`config.mk`:
```
export PLATFORM = sky130hd
export DESIGN_NAME = e3_slave_payload_in
export DESIGN_NICKNAME = d
export VERILOG_FILES = /design/src/rtl/e3_slave_payload_in.sv
export SDC_FILE = /design/constraint.sdc
export NUM_CORES = 1
export LEC_CHECK = 0
export BUFFER_PORTS_ARGS = -buffer_cell sky130_fd_sc_hd__buf_2
export CAP_MARGIN = 20
export CORE_MARGIN = 2
export CORE_UTILIZATION = 45
export CTS_BUF_LIST = sky130_fd_sc_hd__clkbuf_4 sky130_fd_sc_hd__clkbuf_8 sky130_fd_sc_hd__clkbuf_16
export DETAILED_ROUTE_END_ITERATION = 7
export PLACE_DENSITY = 0.7
export SETUP_SLACK_MARGIN = 0.4
export SYNTH_ARGS = -nofsm -noshare
export SYNTH_HDL_FRONTEND = slang
export SYNTH_SLANG_ARGS = --single-unit
```
`constraint.sdc`:
```
create_clock -name clk -period 3.7 [get_ports clk]
set_input_delay 0.925 -clock clk [delete_from_list [all_inputs] [get_ports clk]]
set_output_delay 0.925 -clock clk [all_outputs]
set_load 0.01 [all_outputs]
```
`src/rtl/e3_slave_payload_in.sv`:
```
module e3_slave_payload_in #(
  parameter int FRAME_BITS = 1536,
  parameter int OH_BITS    = 12,
  localparam int POS_W     = $clog2(FRAME_BITS)
) (
  input  logic             clk,
  input  logic             rst_n,
  input  logic             ser_in,
  input  logic             fref_in,
  output logic             oh_warn,
  output logic             pay_valid,
  output logic             pay_bit,
  output logic [POS_W-1:0] pay_pos,
  output logic             realign_seen
);

  localparam logic [POS_W-1:0] LAST_POS = POS_W'(FRAME_BITS - 1);
  localparam logic [POS_W-1:0] OH_END   = POS_W'(OH_BITS);

  logic             fref_q;
  logic             running;
  logic [POS_W-1:0] cnt;
  logic [POS_W-1:0] cur_pos;
  logic [POS_W-1:0] nxt_pos;
  logic             rise;
  logic             active;
  logic             cur_oh;

  assign rise    = fref_in & ~fref_q;
  assign active  = rise | running;
  assign cur_pos = rise ? '0 : cnt;
  assign nxt_pos = (cur_pos == LAST_POS) ? '0 : cur_pos + POS_W'(1);
  assign cur_oh  = cur_pos < OH_END;
  assign oh_warn = active && (nxt_pos < OH_END);

  always_ff @(posedge clk) begin
    if (!rst_n) begin
      fref_q       <= 1'b0;
      running      <= 1'b0;
      cnt          <= '0;
      realign_seen <= 1'b0;
      pay_valid    <= 1'b0;
      pay_bit      <= 1'b0;
      pay_pos      <= '0;
    end else begin
      fref_q    <= fref_in;
      pay_valid <= active && !cur_oh;
      if (rise)
        running <= 1'b1;
      if (rise && running && cnt != '0)
        realign_seen <= 1'b1;
      if (active) begin
        cnt     <= nxt_pos;
        pay_pos <= cur_pos;
      end
      if (active && !cur_oh)
        pay_bit <= ser_in;
    end
  end

  AST_IDLE_QUIET: assert property (@(posedge clk) disable iff (!rst_n)
    (!running && !fref_in) |=> !pay_valid);

  AST_REF_TO_ZERO: assert property (@(posedge clk) disable iff (!rst_n)
    rise |=> (pay_pos == '0 && !pay_valid));

  AST_WARN_LEADS_OH: assert property (@(posedge clk) disable iff (!rst_n)
    oh_warn |-> ##2 (!pay_valid && pay_pos < OH_END));

  AST_PAYLOAD_STEP: assert property (@(posedge clk) disable iff (!rst_n)
    (pay_valid && $past(pay_valid)) |-> (pay_pos == $past(pay_pos) + POS_W'(1)));

  AST_STICKY_FLAG: assert property (@(posedge clk) disable iff (!rst_n)
    realign_seen |=> realign_seen);

endmodule

```
* Yosys cells after proc, flatten, opt, wreduce, memory -nomap -nowiden
Cells that the tools add are included.
** Word-level totals
- Register bits :: 27
- Input port bits :: 4
- Output and inout bits :: 15
- Word-level logic and storage cells :: 22
** Operators by class
- Add/subtract/negate cells :: 1
- Order comparisons :: 2
- Equal/unequal tests :: 1
- Mux-type cells :: 2
- Bitwise operators :: 3
- Reduce and logical (&&, ||, !) cells :: 6
** Operator list (count)
- $lt A11 B4 Y1 const B :: 2
- $mux W11 :: 2
- $add A11 B1 Y11 const B :: 1
- $eq A11 B11 Y1 const B :: 1
- $reduce_bool A11 Y1 :: 1
- $logic_and A1 B1 Y1 :: 4
- $and A1 B1 Y1 :: 1
- $logic_not A1 Y1 :: 1
- $not A1 Y1 :: 1
- $or A1 B1 Y1 :: 1

* Longest topological paths before layout
- Word-level depth :: 7
- Mapped depth :: 8
- Mapped depth without buffers :: 8

* Worst setup path after synthesis
Ideal clock, no wire load.
- Path kind :: input-to-output
- Start :: input fref_in
- End :: output oh_warn
- Arrival :: 2497 ps
- Required time :: 2775 ps
- Slack :: 278 ps
- Stages on the path :: 8
- Buffers on the path :: 0
- Path through :: nand2b_1 > and2_1 > ha_1 > and2_1 > a211o_2 > a221oi_2 > o311ai_1 > nand2_1
** On the way
- Cells in the longest elaborated chain, start to end :: 6
- Elaborated cells on any way between the ends :: 8
- Classes of those cells :: 1 x add/sub; 1 x order compare; 1 x eq/ne; 2 x mux; 2 x bitwise; 1 x reduce/logical
** RTL lines
- from (decl) :: RTL line 9 : input logic fref_in,
- $and A1 B1 Y1 (*) :: RTL line 29 : assign rise = fref_in & ~fref_q;
- $mux W11 (*) :: RTL line 31 : assign cur_pos = rise ? '0 : cnt;
- via cur_pos[1] :: RTL line 23 : logic [POS_W-1:0] cur_pos;
- $add A11 B1 Y11 / $eq A11 B11 Y1 (equally long branches) :: RTL line 32 : assign nxt_pos = (cur_pos == LAST_POS) ? '0 : cur_pos + POS_W'(1);
- $mux W11 (*) :: RTL line 32
- $lt A11 B4 Y1 (*) :: RTL line 34 : assign oh_warn = active && (nxt_pos < OH_END);
- $logic_and A1 B1 Y1 (*) :: RTL line 34
- to (decl) :: RTL line 10 : output logic oh_warn,
Mark *: on every way through the listed nets, which the timed path passes. The rest lies on a longest branch.

* Worst setup path after layout
Same ends and word-level chain as after synthesis.

==> flow_metrics.py <==
metrics = {
    "timing": {
        "worst_slack_ns": 0.2696,
        "holdWs_ns": 0.5046,
        "fmax_ghz": 0.2915,
        "slew_headroom": 0.5801,
        "setup_violations": 0,
        "period_share": 0.9271,
        "fin_crit_ns": 3.430,
        "setup-tns-final_ns": 0,
        "skew_ns": 0.001594,
        "rsz0062_at_grt": "true",
        "drv_slew": 0,
        "tightest_slew_ns": 0.6283,
        "finalHoldViolCount": 0,
    },
    "layout": {
        "antenna_cells": 0,
        "post_route_cells_drive_above_1_share": 0.2530,
        "fillers": 274,
        "nets": 172,
        "layout_common_cells": "dfxtp_1, nor2_1, buf_2",
        "final_common_cell": "dfxtp_1",
        "area_growth_syn_to_layout_pct": 12.49,
    },
    "synth": {
        "synth-seq-cells": 27,
        "async_flop_share": 0,
        "syn_inst": 151,
        "postSynthAreaPerCell_um2": 9.156,
        "synth_nets": 156,
        "ys_warn_count": 0,
        "synth_area_um2": 1383,
        "synth_edf_count": 0,
        "seq_area_frac_synth": 0.3910,
        "synth_ff_type": "dfxtp_1",
        "synth.lib_cells_used.distinct": 46,
    },
    "detailed_routing": {
        "route.vias.total": 1168,
        "wl_mm": 3.041,
        "drc_errors": 0,
        "drt-pass1-iter-count": 4,
        "ant_nets": 0,
        "avgViaCountPerCell": 5.869,
        "drt_iter0_drc": 22,
        "routedWlPerCell_um": 15.28,
    },
    "die": {
        "pin_count": 19,
        "start_util": 0.4643,
        "die_area_um2": 3532,
        "coreArea_um2": 2978,
        "die_height_um": 59.43,
        "die-width_um": 59.43,
        "std_cell_rows": 20,
    },
    "clock_network": {
        "cts.sinks": 27,
        "htreeDepth": 1,
        "clk_path_buf_depth": 2,
        "holdBufCountCts": 0,
        "ctsRootBufferMaster": "clkbuf_4",
        "cts_made_buffers": 3,
        "cts.clk_slew.worst_paths_ns": 0.14,
        "clock_latency_ns": 0.33,
        "cts_tree": "yes",
    },
    "status": {
        "outcome": "finished, final reports clean",
    },
    "hold_path": {
        "hold-path-endpoint": "pay_pos[6]$_SDFFE_PN0P_",
        "hold_start": "pay_pos[6]$_SDFFE_PN0P_",
        "whs_path_depth": 2,
        "hold_path.class": "reg -> reg",
    },
    "worst_setup_path": {
        "r2r_cells": 8,
        "end_kind": "output pin",
        "r2r-end": "cnt[5]$_SDFFE_PN0P_",
        "crit_arrival_ns": 2.51,
        "crit_path_max_fanout": 4,
        "crit_start": "fref_in",
        "crit_required_ns": 2.77,
        "ff2ff_setup_slack_ns": 1.68,
        "start_kind": "input pin",
        "crit_type": "in -> out",
        "r2r_start": "cnt[1]$_SDFFE_PN0P_",
    },
    "placed_design": {
        "io_buffers": 18,
        "routabilityCongestion": 0.8895,
        "dp_hpwl_mm": 2.052,
        "dpl_worst_slack_ns": 0.1248,
    },
    "global_routing": {
        "grt_pass1_vias": 1121,
        "grt_max_degree": 25,
        "antenna_found_initial": 0,
        "grt_pass1_wl_mm": 5.319,
        "overflow": 0,
        "grtUsageTotal": 0.1966,
    },
    "power": {
        "leakage_nw": 0.6345,
        "powerDensity_nw_per_um2": 312.9,
        "ir_drop_mv": 0.1660,
    },
    "run": {
        "drv_cap": 0,
    },
}
cell type report:
type                            count  area, um2  area share
Clock buffer                        4      30.03     0.01931
Inverter                            2      7.507    0.004827
Multi-Input combinational cell    111      805.8      0.5181
Sequential cell                    27      540.5      0.3475
Tap cell                           33      41.29     0.02655
Timing Repair Buffer               22      130.1     0.08367
where the power goes:
group	switching [W]	leakage, nW	internal, W
Clock	0.0000860	0.0184	0.0000497
Combinational	0.0000294	0.398	0.0000218
Sequential	0.00000510	0.218	0.000295
Total	0.000120	0.635	0.000366
what timing repair did:
item / 4_1_cts / 5_1_grt
pin swaps: 5 / 1
endpoints found under the setup margin: 1 / 1
resized for setup: 3 / 3
setup buffers: 3 / 0
registers in the layout, indices dropped and copies added, names as in the netlist:
signal	cells
pay_bit	1
realign_seen	1
pay_valid	1
cnt	11
fref_q	1
pay_pos	11
running	1
worst max-delay path, cell delays in order:
cell and delay [ns]:
buf_8 0.08, nand2b_4 0.05, and2_4 0.16, ha_4 0.15, and2_4 0.17, a211o_2 0.32, a221oi_4 0.30, o311ai_1 0.14
nand2_1 0.07, buf_2 0.12
synth_stat cells, drive strengths merged, types with 2 or more instances:
master / count / area, um2
a211oi: 3 / 22.52
and3: 3 / 23.77
nand2: 6 / 22.52
o21ai: 5 / 25.02
a211o: 3 / 28.78
clkbuf: 3 / 12.51
nand3: 7 / 40.04
inv: 2 / 7.510
nor2: 17 / 63.81
a21oi: 3 / 15.01
a311oi: 2 / 17.52
nor4: 2 / 12.51
xnor2: 2 / 17.52
nor3: 6 / 35.03
buf: 8 / 65.06
xor2: 3 / 26.28
a22oi: 2 / 15.01
mux2i: 13 / 130.1
and2: 8 / 51.30
nand4: 4 / 40.04
nor2b: 8 / 50.05
dfxtp: 27 / 540.5
metal layers:
| layer | track usage | share of wire | vias to the layer above |
|---|---|---|---|
| met5 | 0 | 0 | - |
| met4 | 0.08766 | 0.017 | 0 |
| met3 | 0.03275 | 0.063 | 5 |
| met2 | 0.3155 | 0.47 | 47 |
| met1 | 0.2578 | 0.45 | 547 |
| li1 | - | - | 569 |
logic make-up (layout without fill, tap and decap cells):
group | Yosys count | count (layout) | share of synthesized area
and+or+nand+nor | 67 | 67 | 0.2769
DFF | 27 | 27 | 0.3910
AOI/OAI and AO/OA | 25 | 25 | 0.1357
muxes | 13 | 13 | 0.09411
buffers and inverters | 13 | 28 | 0.06154
xor gates and xnor gates | 5 | 5 | 0.03168
adders and majority gates | 1 | 1 | 0.009048
stage by stage:
stage | cells | util | instance area (um2) | power, W
final | 199 | 0.5223 | 1555 | 0.0004867
after detailed placement | 192 | 0.4941 | 1471 | 0.0003535
after global placement | 192 | 0.4941 | 1471 | 0.0003524
after global routing | 199 | 0.5223 | 1555 | 0.0005059
after CTS | 199 | 0.5151 | 1534 | 0.0004869
after floorplan | 151 | - | 1410 | 0.0003401
worst max-delay path by stage:
| stage | cells past startpoint | to |
|---|---|---|
| 2_1_floorplan | 8 | oh_warn |
| 3_3_place_gp | 10 | oh_warn |
| 3_5_place_dp | 10 | oh_warn |
| 4_1_cts | 10 | oh_warn |
| 5_1_grt | 11 | oh_warn |
| 6_report | 10 | oh_warn |
Note: power is estimated with default switching activity, not from simulation.
